==> src/rtl/irq_pkg.sv <==
// Package: shared parameters, bit positions and the per-source type for the
// interrupt controller. Assumes an 8-bit control register.
package irq_pkg;
    localparam int REG_W      = 8;
    localparam int POS_GIE    = 7;
    localparam int POS_EN_TMR = 5;
    localparam int POS_EN_EXT = 4;
    localparam int POS_EN_PRT = 3;
    localparam int POS_FL_TMR = 2;
    localparam int POS_FL_EXT = 1;
    localparam int POS_FL_PRT = 0;

    // One bit per source, ordered timer, pin, port (matches register order).
    typedef struct packed {
        logic tmr;
        logic ext;
        logic prt;
    } src_t;
endpackage

==> src/rtl/irq_sync.sv <==
// Module: multi-stage synchronizer for asynchronous inputs.
// Assumes STAGES >= 2; all stages reset to zero.
module irq_sync #(
    parameter int W      = 1,
    parameter int STAGES = 2
) (
    input  logic         clk,
    input  logic         rst_n,
    input  logic [W-1:0] d,
    output logic [W-1:0] q
);
    logic [W-1:0] stage [STAGES];

    // First stage samples the raw input.
    always_ff @(posedge clk) begin
        if (!rst_n) stage[0] <= '0;
        else        stage[0] <= d;
    end

    genvar i;
    generate
        for (i = 1; i < STAGES; i++) begin : g_chain
            // Each later stage copies its predecessor.
            always_ff @(posedge clk) begin
                if (!rst_n) stage[i] <= '0;
                else        stage[i] <= stage[i-1];
            end
        end
    endgenerate

    assign q = stage[STAGES-1];
endmodule

==> src/rtl/irq_src_detect.sv <==
// Module: turns the three raw sources into one-cycle (or level) set requests.
// The pin request is a synchronized rising edge. The timer pulse passes through
// unchanged. The port request stays high while the synchronized pins differ
// from the snapshot taken at the last port read.
module irq_src_detect #(
    parameter int PORT_PINS   = 4,
    parameter int SYNC_STAGES = 2
) (
    input  logic                 clk,
    input  logic                 rst_n,
    input  logic                 ext_pin,
    input  logic                 tmr_ovf,
    input  logic [PORT_PINS-1:0] port_hi,
    input  logic                 port_rd,
    output irq_pkg::src_t        set_req
);
    logic                 ext_s;
    logic                 ext_prev;
    logic [PORT_PINS-1:0] port_s;
    logic [PORT_PINS-1:0] snap;

    irq_sync #(.W(1), .STAGES(SYNC_STAGES)) u_ext_sync (
        .clk(clk), .rst_n(rst_n), .d(ext_pin), .q(ext_s)
    );

    irq_sync #(.W(PORT_PINS), .STAGES(SYNC_STAGES)) u_port_sync (
        .clk(clk), .rst_n(rst_n), .d(port_hi), .q(port_s)
    );

    // Remember the previous synchronized pin level for edge detection.
    always_ff @(posedge clk) begin
        if (!rst_n) ext_prev <= 1'b0;
        else        ext_prev <= ext_s;
    end

    // Snapshot of the port pins, refreshed on every port read.
    always_ff @(posedge clk) begin
        if (!rst_n)       snap <= '0;
        else if (port_rd) snap <= port_s;
    end

    // Combine the three raw event conditions.
    always_comb begin
        set_req.ext = ext_s & ~ext_prev;
        set_req.tmr = tmr_ovf;
        set_req.prt = (port_s != snap);
    end


    snap_follows_read_chk: assert property (@(posedge clk) disable iff (!rst_n)
        port_rd |=> !set_req.prt || (port_s != $past(port_s)));


    ext_edge_single_chk: assert property (@(posedge clk) disable iff (!rst_n)
        set_req.ext |=> !set_req.ext);
endmodule

==> src/rtl/irq_ctrl_reg.sv <==
// Module: the interrupt control register. It holds the global enable, three
// source enables and three sticky flags. Flags are set by events and cleared
// only by writes; an event wins over a clearing write. The acknowledge clears
// the global enable with top priority; the return pulse sets it.
module irq_ctrl_reg (
    input  logic                        clk,
    input  logic                        rst_n,
    input  logic                        reg_wr,
    input  logic [irq_pkg::REG_W-1:0]   reg_wdata,
    input  logic                        irq_ack,
    input  logic                        irq_ret,
    input  irq_pkg::src_t               set_req,
    output logic                        gie,
    output irq_pkg::src_t               en,
    output irq_pkg::src_t               flag,
    output logic [irq_pkg::REG_W-1:0]   reg_rdata
);
    import irq_pkg::*;

    logic unused_bit6;
    assign unused_bit6 = reg_wdata[6];

    // Global enable: write, then return sets, then acknowledge clears.
    always_ff @(posedge clk) begin
        if (!rst_n)       gie <= 1'b0;
        else if (irq_ack) gie <= 1'b0;
        else if (irq_ret) gie <= 1'b1;
        else if (reg_wr)  gie <= reg_wdata[POS_GIE];
    end

    // Source enables change only on writes.
    always_ff @(posedge clk) begin
        if (!rst_n) en <= '0;
        else if (reg_wr) begin
            en.tmr <= reg_wdata[POS_EN_TMR];
            en.ext <= reg_wdata[POS_EN_EXT];
            en.prt <= reg_wdata[POS_EN_PRT];
        end
    end

    // Sticky flags: a write loads them, an event forces them to 1.
    always_ff @(posedge clk) begin
        if (!rst_n) flag <= '0;
        else begin
            flag.tmr <= set_req.tmr | (reg_wr ? reg_wdata[POS_FL_TMR] : flag.tmr);
            flag.ext <= set_req.ext | (reg_wr ? reg_wdata[POS_FL_EXT] : flag.ext);
            flag.prt <= set_req.prt | (reg_wr ? reg_wdata[POS_FL_PRT] : flag.prt);
        end
    end

    // Assemble the read view; bit 6 reads zero.
    always_comb begin
        reg_rdata             = '0;
        reg_rdata[POS_GIE]    = gie;
        reg_rdata[POS_EN_TMR] = en.tmr;
        reg_rdata[POS_EN_EXT] = en.ext;
        reg_rdata[POS_EN_PRT] = en.prt;
        reg_rdata[POS_FL_TMR] = flag.tmr;
        reg_rdata[POS_FL_EXT] = flag.ext;
        reg_rdata[POS_FL_PRT] = flag.prt;
    end


    ack_clears_gie_chk: assert property (@(posedge clk) disable iff (!rst_n)
        irq_ack |=> !gie);


    ret_sets_gie_chk: assert property (@(posedge clk) disable iff (!rst_n)
        (irq_ret && !irq_ack) |=> gie);


    flag_sticky_chk: assert property (@(posedge clk) disable iff (!rst_n)
        (flag.tmr && !reg_wr) |=> flag.tmr);


    tmr_sets_flag_chk: assert property (@(posedge clk) disable iff (!rst_n)
        set_req.tmr |=> flag.tmr);
endmodule

==> src/rtl/irq_req_gen.sv <==
// Module: request generation. Combines flags, enables and the global enable
// into the request line and drives the fixed vector. Purely combinational.
module irq_req_gen #(
    parameter int          VEC_W    = 16,
    parameter logic [15:0] VEC_ADDR = 16'h0004
) (
    input  logic          clk,
    input  logic          rst_n,
    input  logic          gie,
    input  irq_pkg::src_t en,
    input  irq_pkg::src_t flag,
    output logic          irq_req,
    output logic [VEC_W-1:0] irq_vector
);
    // Gate each flag with its enable, then with the global enable.
    always_comb begin
        irq_req    = gie & |(en & flag);
        irq_vector = VEC_W'(VEC_ADDR);
    end


    req_needs_gie_chk: assert property (@(posedge clk) disable iff (!rst_n)
        irq_req |-> (gie && (flag != '0)));
endmodule

==> src/rtl/irq_ctrl_top.sv <==
// Module: top of the three-source interrupt controller. Wires source
// detection, the control register and request generation together.
// Assumes the control unit asserts irq_ack only while irq_req is high.
module irq_ctrl_top #(
    parameter int          PORT_PINS   = 4,
    parameter int          SYNC_STAGES = 2,
    parameter int          VEC_W       = 16,
    parameter logic [15:0] VEC_ADDR    = 16'h0004
) (
    input  logic                 clk,
    input  logic                 rst_n,
    input  logic                 ext_pin,
    input  logic                 tmr_ovf,
    input  logic [PORT_PINS-1:0] port_hi,
    input  logic                 port_rd,
    input  logic                 reg_wr,
    input  logic [7:0]           reg_wdata,
    output logic [7:0]           reg_rdata,
    input  logic                 irq_ack,
    input  logic                 irq_ret,
    output logic                 irq_req,
    output logic [VEC_W-1:0]     irq_vector
);
    irq_pkg::src_t set_req;
    irq_pkg::src_t en;
    irq_pkg::src_t flag;
    logic          gie;

    irq_src_detect #(.PORT_PINS(PORT_PINS), .SYNC_STAGES(SYNC_STAGES)) u_detect (
        .clk(clk), .rst_n(rst_n), .ext_pin(ext_pin), .tmr_ovf(tmr_ovf),
        .port_hi(port_hi), .port_rd(port_rd), .set_req(set_req)
    );

    irq_ctrl_reg u_reg (
        .clk(clk), .rst_n(rst_n), .reg_wr(reg_wr), .reg_wdata(reg_wdata),
        .irq_ack(irq_ack), .irq_ret(irq_ret), .set_req(set_req),
        .gie(gie), .en(en), .flag(flag), .reg_rdata(reg_rdata)
    );

    irq_req_gen #(.VEC_W(VEC_W), .VEC_ADDR(VEC_ADDR)) u_req (
        .clk(clk), .rst_n(rst_n), .gie(gie), .en(en), .flag(flag),
        .irq_req(irq_req), .irq_vector(irq_vector)
    );


    vector_fixed_chk: assert property (@(posedge clk) disable iff (!rst_n)
        irq_vector == VEC_W'(16'h0004));
endmodule

==> config.mk <==
export PLATFORM = sky130hd
export DESIGN_NAME = irq_ctrl_top
export DESIGN_NICKNAME = d
export VERILOG_FILES = /design/src/rtl/irq_pkg.sv /design/src/rtl/irq_sync.sv /design/src/rtl/irq_src_detect.sv /design/src/rtl/irq_ctrl_reg.sv /design/src/rtl/irq_req_gen.sv /design/src/rtl/irq_ctrl_top.sv
export SDC_FILE = /design/constraint.sdc
export NUM_CORES = 1
export LEC_CHECK = 0
export ABC_AREA = 1
export BUFFER_PORTS_ARGS = -buffer_cell sky130_fd_sc_hd__buf_2
export CELL_PAD_IN_SITES_DETAIL_PLACEMENT = 0
export CELL_PAD_IN_SITES_GLOBAL_PLACEMENT = 1
export CORE_MARGIN = 10
export CORE_UTILIZATION = 29
export CTS_BUF_LIST = sky130_fd_sc_hd__clkbuf_4
export CTS_CLUSTER_SIZE = 28
export DETAILED_ROUTE_END_ITERATION = 6
export PLACE_DENSITY = 0.75
export SLEW_MARGIN = 10
export SYNTH_ARGS = -nofsm -noshare
export SYNTH_HDL_FRONTEND = slang
export SYNTH_SLANG_ARGS = --single-unit
==> constraint.sdc <==
create_clock -name clk -period 0.8 [get_ports clk]
set_clock_uncertainty 0.1 [all_clocks]
set_input_delay 0.16 -clock clk [delete_from_list [all_inputs] [get_ports clk]]
set_output_delay 0.16 -clock clk [all_outputs]
set_load 0.03 [all_outputs]
Word level (Yosys, flattened, before mapping)
Memory sizes are Yosys's and may differ from the RTL's.
Cells that the tools add are included.
{ "word_totals": {"reg_bits": 12, "mem_bits_rw": 10, "inputBits": 20, "out_inout_bits": 25, "wordCells": 38, "mem_count": 2} }
{ "mem_list": {"columns": ["memory", "depth", "width", "rd", "rd_ports_with_merged_regs", "write_ports", "line_no", "text"], "rows": [
  ["u_detect.u_port_sync.stage", 2, 4, 2, 0, 2, "irq_sync.sv:12", "logic [W-1:0] stage [STAGES];"],
  ["u_detect.u_ext_sync.stage", 2, 1, 2, 0, 2, "irq_sync.sv:12", null]
]} }
{ "classes": {"eq_ne": 1, "muxes": 11, "bitwise_logic": 12, "n_reduce_logical": 3} }
{ "op_table": {"columns": ["op", "n"], "rows": [
  ["$mux 1", 9],
  ["$mux 4", 2],
  ["$or 1x1->1", 7],
  ["$ne 4x4->1", 1],
  ["$and 3x3->3", 1],
  ["$reduce_or 3->1", 1],
  ["$and 1x1->1", 2],
  ["$not 1->1", 2],
  ["$reduce_bool 2->1", 1],
  ["$reduce_or 2->1", 1]
]} }

Logic depth before layout (Yosys ltp)
Gate-level depths: netlist of the first run.
{ "depth": {"depth_word": 3, "mapped_depth": 7, "mapped_depth_nobuf": 7} }

Cells and area by module
Synthesis of the first run repeated with hierarchy kept, for this count alone.
{ "hier_totals": {"hier_cells": 151, "area_unflattened_um2": 1043.5} }
{ "modules_own_cells": {"columns": ["mod", "n_inst", "cells_each", "area_per_inst_um2", "seq_area_each_um2"], "rows": [
  ["irq_ctrl_reg", 1, 55, 362.8, 140.1],
  ["irq_src_detect", 1, 41, 249.0, 100.1],
  ["irq_sync (u_detect.u_port_sync)", 1, 25, 225.2, 160.2],
  ["irq_req_gen", 1, 24, 151.4, 0.0],
  ["irq_sync (u_detect.u_ext_sync)", 1, 6, 55.1, 40.0]
]} }

Least setup slack after synthesis of the first run
OpenSTA, ideal clock, no wires.
{ "synth_path": {"path_type": "reg2out", "from": "register u_reg.flag[0] (netlist name)", "to": "output port irq_req", "arrival_ns": 0.906, "required_time_ns": 0.540, "setup_slack_ns": -0.366, "path_stages_with_launch": 5, "cell_sequence": "dfxtp_1 > nand2_1 > nand3_1 > nand2_1 > inv_1"} }
{ "synth_between": {"elab_chain_len": 3} }
{ "synth_rtl": {"columns": ["item", "line_no", "text"], "rows": [
  ["$and 3x3->3", "irq_req_gen.sv:17", "irq_req = gie & |(en & flag);"],
  ["$reduce_or 3->1", "irq_req_gen.sv:17", null],
  ["$and 1x1->1", "irq_req_gen.sv:17", null],
  ["to (decl)", "irq_ctrl_top.sv:21", "output logic irq_req,"]
]} }
No other way between the ends.

Worst setup path in the final report of the first run
{ "layout_path": {"from": "register u_reg.en[0] (netlist name)", "to": "output port irq_req"} }
{ "layout_between": {"elab_chain_len": 3} }
{ "layout_rtl": {"columns": ["item", "line_no"], "rows": [
  ["$and 3x3->3", "irq_req_gen.sv:17"],
  ["$reduce_or 3->1", "irq_req_gen.sv:17"],
  ["$and 1x1->1", "irq_req_gen.sv:17"]
]} }
No other way between the ends.

==> results of run 1 <==
timing repair:
item                                    in CTS  in global routing
hold buffers                                 5                  1
endpoints found under the setup margin      14                 17
gates resized for setup                     29                 17
setup buffers                                4                  3
endpoints found under the hold margin        9                  4
pin swaps                                    6                  2
cells in the mapped netlist:
cell                       instances
sky130_fd_sc_hd__a211oi_1          1
sky130_fd_sc_hd__a21oi_1           7
sky130_fd_sc_hd__buf_4            18
sky130_fd_sc_hd__clkbuf_1          1
sky130_fd_sc_hd__clkbuf_2          1
sky130_fd_sc_hd__conb_1            2
sky130_fd_sc_hd__dfxtp_1          22
sky130_fd_sc_hd__inv_1            21
sky130_fd_sc_hd__inv_2             1
sky130_fd_sc_hd__nand2_1          29
sky130_fd_sc_hd__nand2_2           1
sky130_fd_sc_hd__nand3_1           2
sky130_fd_sc_hd__nor2_1            9
sky130_fd_sc_hd__o21ai_0           8
sky130_fd_sc_hd__o22ai_1           1
sky130_fd_sc_hd__xnor2_1           1
final cells by class:
type / instances / area (sq um)
fill: 312 / 1640
sequential: 22 / 469
timing repair buffer: 48 / 390
multi-input combinational: 76 / 362
inverter: 22 / 82.6
tap: 44 / 55.1
clock inverter: 1 / 30.0
clock buffer: 3 / 22.5
worst paths after layout:
| kind | endpoint | cells after the start | start |
|---|---|---|---|
| worst max-delay path | irq_req | 5 | u_reg.en[0] |
| worst min-delay path | u_reg.en[1] | 3 | reg_wdata[4] |
| worst max register to register | u_reg.flag[0] | 8 | u_reg.flag[0] |
| worst min register to register | u_detect.u_port_sync.stage[1][2] | 2 | u_detect.u_port_sync.stage[0][2] |
flip-flops by register name, indices dropped and copies added, names as in the netlist:
register and count:
u_reg.gie 1, u_detect.ext_prev 1, u_detect.u_ext_sync.stage 2, u_reg.flag 3, u_detect.snap 4, u_detect.u_port_sync.stage 8, u_reg.en 3
per-layer routing:
layer  track usage (%)  wire [microns]  up-vias
met1              5.91             762      365
met3              4.78             223        2
met4              1.12               8        0
li1                  -               -      435
met5                 0               0        -
met2              13.5            1160       27
power by group:
part           internal [uW]  leakage (uW)  switching (uW)  total, uW
registers               1160      0.000187            38.2       1200
logic                    245      0.000540             323        567
clock network            506     0.0000279             325        831
total                   1910      0.000756             686       2590
placed cells by master (no fill, tap or decap), types with 5 or more instances in the layout:
| cell | n |
|---|---|
| sky130_fd_sc_hd__nand2_1 | 24 |
| sky130_fd_sc_hd__dfxtp_1 | 11 |
| sky130_fd_sc_hd__a21oi_1 | 6 |
| sky130_fd_sc_hd__buf_4 | 8 |
| sky130_fd_sc_hd__dlygate4sd3_1 | 6 |
| sky130_fd_sc_hd__dfxtp_2 | 5 |
| sky130_fd_sc_hd__dfxtp_4 | 6 |
| sky130_fd_sc_hd__nand2_2 | 6 |
| sky130_fd_sc_hd__buf_2 | 18 |
| sky130_fd_sc_hd__conb_1 | 17 |
| sky130_fd_sc_hd__nor2_1 | 9 |
| sky130_fd_sc_hd__buf_6 | 16 |
| sky130_fd_sc_hd__inv_1 | 19 |
stage by stage:
| step | power [uW] | instance area, sq um | setup TNS, ns |
|---|---|---|---|
| after global routing | 2750 | 1410 | -4.53 |
| after detailed placement | 1630 | 1120 | -1.43 |
| after floorplan | 1550 | 1010 | -0.225 |
| after global placement | 1620 | 1120 | -1.34 |
| final | 2590 | 1410 | -3.81 |
| after CTS | 2570 | 1340 | -3.64 |
cell families after synthesis:
| group | share of synthesized area, % |
|---|---|
| buffers and inverters | 24.3 |
| xor gates and xnor gates | 0.941 |
| other | 0.807 |
| DFF | 47.3 |
| AOI/OAI and AO/OA | 9.54 |
| and+or+nand+nor | 17.1 |
critical path: cells and delay by family (launching register included):
family,cells,cell delay (ns)
buffers and inverters,2,0.15
DFF,1,0.36
and+or+nand+nor,3,0.20
==> impl_metrics.tcl, run 1 <==
set metrics [dict create \
    status "finished with violations" \
    violations "negative hold slack, negative setup slack" \
    cellPowerDensity_nw_per_um2 1840 \
    postLayoutCoreUtil_pct 46.2 \
    timing.fmax_mhz 779 \
    grt_first_pass_wirelength_microns 3530 \
    die-width_microns 76.7 \
    htree_num_levels 1 \
    hold_viol 2 \
    numCtsBuffers 3 \
    timing.critical_path.to_type "output pin" \
    detail_route.first_pass.iterations 4 \
    vias_in_the_first_global_route 866 \
    ys_warns 0 \
    worstSkewPairLatency_ns 0.30 \
    vias 829 \
    number_of_routed_nets_with_antenna_violations 0 \
    die_area_sq_um 5880 \
    clock_sink_count 22 \
    design.final.nets 193 \
    clk_path_buf_depth 2 \
    cp_data_required_time_ns 0.54 \
    detail_route.wl_per_cell_microns 9.95 \
    synth_area_leaders "sky130_fd_sc_hd__dfxtp_1 (47%), sky130_fd_sc_hd__buf_4 (15%), sky130_fd_sc_hd__nand2_1 (12%)" \
    synth_top_cell_area_share_pct 47.3 \
    critical-path-slowest-cell "sky130_fd_sc_hd__dfxtp_4" \
    crit_fanout 2 \
    final_min_period_over_clock_period_pct 160 \
    antenna_cells_inserted 0 \
    floorplan.die.height_microns 76.7 \
    layout-area-overhead-vs-synth_pct 51.6 \
    post_route_cells_drive_above_1_share_pct 42.4 \
    design.portCount 45 \
    p_leak_uw 0.000756 \
    drv_slew 0 \
    clock_pin_slew_of_the_registers_on_the_worst_case_setup_and_hold_paths_ns 0.12 \
    cp-start-kind "register" \
    core_region_area_sq_um 3050 \
    critical_path.most_common_cell "sky130_fd_sc_hd__nand2_2" \
    clockRootBuffer "sky130_fd_sc_hd__clkbuf_4" \
    grt_antenna_before_repair 0 \
    worstPathCellList "nand2_2 > nand3_2 > nand2_2 > inv_2 > buf_6" \
    tritoncts "built" \
    grt_max_degree 14 \
    row_count 20 \
    rsz0062_at_grt "true" \
    drt_first_iter_violations 16 \
    finalWorstSetupSlack_ns -0.484 \
    vias_per_cell 3.84 \
    drcViolationCount 0 \
    post-place-cells 199 \
    maxCapViolCount 0 \
    drt-total-wl_microns 2150 \
    critical-path-max-stage-delay_ns 0.36 \
    synth.cell_area_sq_um 931 \
    final-instance-count-excl-fill 216 \
    critical_path_arrival_ns 1.02 \
    hp-class "input pin to register" \
    whs_ns -0.0240 \
    crit_type "register to output pin" \
    grt.total_usage_pct 7.05 \
    synth_area_per_inst_sq_um 7.45 \
    synth_sequential_area_ratio_pct 47.3 \
    min_period_ns 1.28 \
    starting_utilization_of_the_core_area_pct 30.5 \
    worst_ir_drop_vdd_v 0.00144 \
    port_buffers 26 \
    worst-r2r-setup-slack_ns -0.30 \
    synth.ff_latch_count 22 \
    synth.distinct_cells 16 \
    detailed_place_hpwl_microns 1660 \
    post_synth_inst_count 125 \
    netlist.top_cell.by_area "sky130_fd_sc_hd__dfxtp_1" \
    final-setup-viol-count 15 \
    globalRoute.totalOverflow 0 \
    pre_cts_ws_ns -0.199 \
    finalWeightedCongestion 0.739 \
]
Note: power is estimated with default switching activity, not from simulation.
==> run 2, diff against run 1 <==
--- a/config.mk
+++ b/config.mk
@@ -5,16 +5,15 @@
 export SDC_FILE = /design/constraint.sdc
 export NUM_CORES = 1
 export LEC_CHECK = 0
-export ABC_AREA = 1
 export BUFFER_PORTS_ARGS = -buffer_cell sky130_fd_sc_hd__buf_2
 export CELL_PAD_IN_SITES_DETAIL_PLACEMENT = 0
 export CELL_PAD_IN_SITES_GLOBAL_PLACEMENT = 1
 export CORE_MARGIN = 10
-export CORE_UTILIZATION = 29
+export CORE_UTILIZATION = 30
 export CTS_BUF_LIST = sky130_fd_sc_hd__clkbuf_4
 export CTS_CLUSTER_SIZE = 28
 export DETAILED_ROUTE_END_ITERATION = 6
-export PLACE_DENSITY = 0.75
+export PLACE_DENSITY = 0.74
 export SLEW_MARGIN = 10
 export SYNTH_ARGS = -nofsm -noshare
 export SYNTH_HDL_FRONTEND = slang
==> impl_metrics.tcl, run 2 <==
set metrics [dict create \
    drcViolationCount 0 \
    globalRoute.totalOverflow 0 \
    rsz0062_at_grt "true" \
    synth.distinct_cells 21 \
    whs_ns -0.0966 \
    worstHoldPathCells 2 \
    grt_antenna_before_repair 0 \
    post-layout-total-power_uw 2170 \
    drv_slew 0 \
    detail_route.first_pass.iterations 4 \
    status "finished with violations" \
    grt_max_degree 13 \
    p_leak_uw 0.000586 \
    port_buffers 26 \
    finalSetupTns_ns -3.97 \
    post_synth_inst_count 90 \
    drt_first_iter_violations 15 \
    ys_warns 0 \
    floorplan.die.height_microns 75.1 \
    vias_in_the_first_global_route 616 \
    numCtsBuffers 3 \
    min_period_ns 1.51 \
    drt-total-wl_microns 1890 \
    die-width_microns 75.1 \
    synth_top_cell_area_share_pct 48.4 \
    starting_utilization_of_the_core_area_pct 32.2 \
    htree_num_levels 1 \
    netlist.top_cell.by_area "sky130_fd_sc_hd__dfxtp_1" \
    synth.cell_area_sq_um 910 \
    timing.fmax_mhz 661 \
    synth_sequential_area_ratio_pct 48.4 \
    hp-class "input pin to register" \
    finalWorstSetupSlack_ns -0.712 \
    hold_viol 7 \
    finalWeightedCongestion 0.684 \
    clockRootBuffer "sky130_fd_sc_hd__clkbuf_4" \
    worstPathCellList "a222oi_1 > nor2b_2 > buf_6" \
    worst_ir_drop_vdd_v 0.000939 \
    detail_route.wl_per_cell_microns 12.2 \
    synthTopCellsByCount "sky130_fd_sc_hd__dfxtp_1 (22), sky130_fd_sc_hd__buf_4 (18), sky130_fd_sc_hd__and2_1 (11), sky130_fd_sc_hd__mux2i_1 (9), sky130_fd_sc_hd__nor2_1 (8)" \
    p_int_uw 1580 \
    vias 618 \
    critical-path-slowest-cell "sky130_fd_sc_hd__a222oi_1" \
    biggestRegsByFlops "u_detect.u_port_sync.stage x8, u_detect.snap x4" \
    design.portCount 45 \
    final_common_cell "sky130_fd_sc_hd__buf_2" \
    die_area_sq_um 5630 \
    crit_type "register to output pin" \
    post_route_cells_drive_above_1_share_pct 44.7 \
    final_min_period_over_clock_period_pct 189 \
    final-setup-viol-count 15 \
    layout-area-overhead-vs-synth_pct 33.0 \
    number_of_routed_nets_with_antenna_violations 0 \
    seq_power_share_pct 54.5 \
    core_region_area_sq_um 2830 \
    critical_path_arrival_ns 1.25 \
    synth.ff_latch_count 22 \
    synth_area_per_inst_sq_um 10.1 \
    power.share.combinational_pct 21.7 \
    critical-path-max-stage-delay_ns 0.37 \
    clk_path_buf_depth 2 \
    grt_first_pass_wirelength_microns 2780 \
    synth_top_flop_cell "sky130_fd_sc_hd__dfxtp_1" \
    place_area_sq_um 1060 \
    clock_sink_count 22 \
    detailed_place_hpwl_microns 1420 \
    row_count 19 \
    pre_cts_ws_ns -0.389 \
    postLayoutCoreUtil_pct 42.8 \
    async_reset_ff_share_pct 0 \
    layout.cells.most_common_list "sky130_fd_sc_hd__buf_2 (18), sky130_fd_sc_hd__conb_1 (17), sky130_fd_sc_hd__buf_6 (14), sky130_fd_sc_hd__dfxtp_1 (14), sky130_fd_sc_hd__and2_1 (11)" \
    vias_per_cell 4.01 \
    max_flop_register "u_detect.u_port_sync.stage" \
    violations "negative hold slack, negative setup slack" \
    reg2regPathDepth 4 \
    power.net_switching_uw 589 \
    power.share.switching_pct 27.2 \
    worstSkewPairLatency_ns 0.29 \
    cp_data_required_time_ns 0.54 \
    synth_edf_count 0 \
    design.final.nets 144 \
    cellPowerDensity_nw_per_um2 1790 \
    finish.instance_area_sq_um 1210 \
    antenna_cells_inserted 0 \
    timing.critical_path.to_type "output pin" \
    worst-r2r-setup-slack_ns -0.19 \
    clock_pin_slew_of_the_registers_on_the_worst_case_setup_and_hold_paths_ns 0.11 \
    power.share.clock_pct 23.9 \
    grt.total_usage_pct 6.24 \
    crit_fanout 2 \
    dominant_cell_by_count_in_the_synthesized_netlist "sky130_fd_sc_hd__dfxtp_1" \
    cp-start-kind "register" \
    flip_flop_count_of_the_largest_register_after_layout 8 \
    maxCapViolCount 0 \
    synth_area_leaders "sky130_fd_sc_hd__dfxtp_1 (48%), sky130_fd_sc_hd__buf_4 (15%), sky130_fd_sc_hd__mux2i_1 (9.9%)" \
    tritoncts "built" \
]
## run 2: cell types whose count changed after synthesis, moves of 3 or more
| cell | delta |
|---|---|
| sky130_fd_sc_hd__o21ai_0 | -8 |
| sky130_fd_sc_hd__a21oi_1 | -6 |
| sky130_fd_sc_hd__mux2i_1 | +9 |
| sky130_fd_sc_hd__inv_1 | -20 |
| sky130_fd_sc_hd__nand2_1 | -29 |
| sky130_fd_sc_hd__xor2_1 | +3 |
| sky130_fd_sc_hd__and2_1 | +11 |
## run 2: cell type report
type	instances	area, sq um
fillers	283	1620
repair buffers	36	278
flip-flops and latches	22	455
well taps	31	38.8
inverters	1	3.75
clock buffers	4	30.0
multi-input cells	60	404
## run 2: logic make-up (layout without fill, tap and decap cells)
logic type,count (synthesis),count (layout),share of synthesized area [%]
other,2,17,0.826
AND/OR/NAND/NOR,25,25,15.0
multiplexers,9,9,9.90
AO/OA/AOI/OAI,5,5,3.99
flip-flops,22,22,48.4
buffers and inverters,23,41,18.0
XOR/XNOR,4,4,3.85
## run 2: worst max-delay path: cells and delay by family, from the launching register on
kind	cells	cell delay, ns
flip-flops	1	0.36
buffers and inverters	1	0.15
AND/OR/NAND/NOR	1	0.08
AO/OA/AOI/OAI	1	0.37
## run 2: power groups by stage
stage | Sequential [uW] | Clock [uW] | Combinational, uW
floorplan | 1250 | 0 | 293
global placement | 1200 | 0 | 385
detailed placement | 1200 | 0 | 388
CTS | 1180 | 542 | 439
global route | 1190 | 581 | 508
finish | 1180 | 517 | 469
## run 2: timing repair
| action | in CTS | in global routing |
|---|---|---|
| setup buffers | 0 | 3 |
| gates resized for setup | 24 | 5 |
| hold endpoints to repair | 8 | 7 |
| pin swaps | 2 | 1 |
| endpoints found under the setup margin | 15 | 15 |
## run 2: layer usage
| layer | vias up | GRT usage [%] | wire [microns] |
|---|---|---|---|
| li1 | 319 | - | - |
| met1 | 269 | 8.16 | 811 |
| met2 | 28 | 9.62 | 860 |
| met3 | 2 | 1.84 | 203 |
| met4 | 0 | 1.89 | 10 |
| met5 | - | 0 | 0 |
## run 2: worst paths after layout
path                                                  startpoint                                to
worst min register to register  u_detect.u_port_sync.stage[0][2]  u_detect.u_port_sync.stage[1][2]
worst max register to register                     u_reg.flag[2]                     u_reg.flag[2]
worst min-delay path                                     irq_ack                         u_reg.gie
worst max-delay path                                 u_reg.en[0]                           irq_req
## run 2: stage by stage
stage	hold WS, ns	cells
after floorplan	0.137	105
after global placement	0.224	148
after detailed placement	0.229	148
after CTS	-0.106	152
after global routing	-0.103	154
final	-0.0966	154
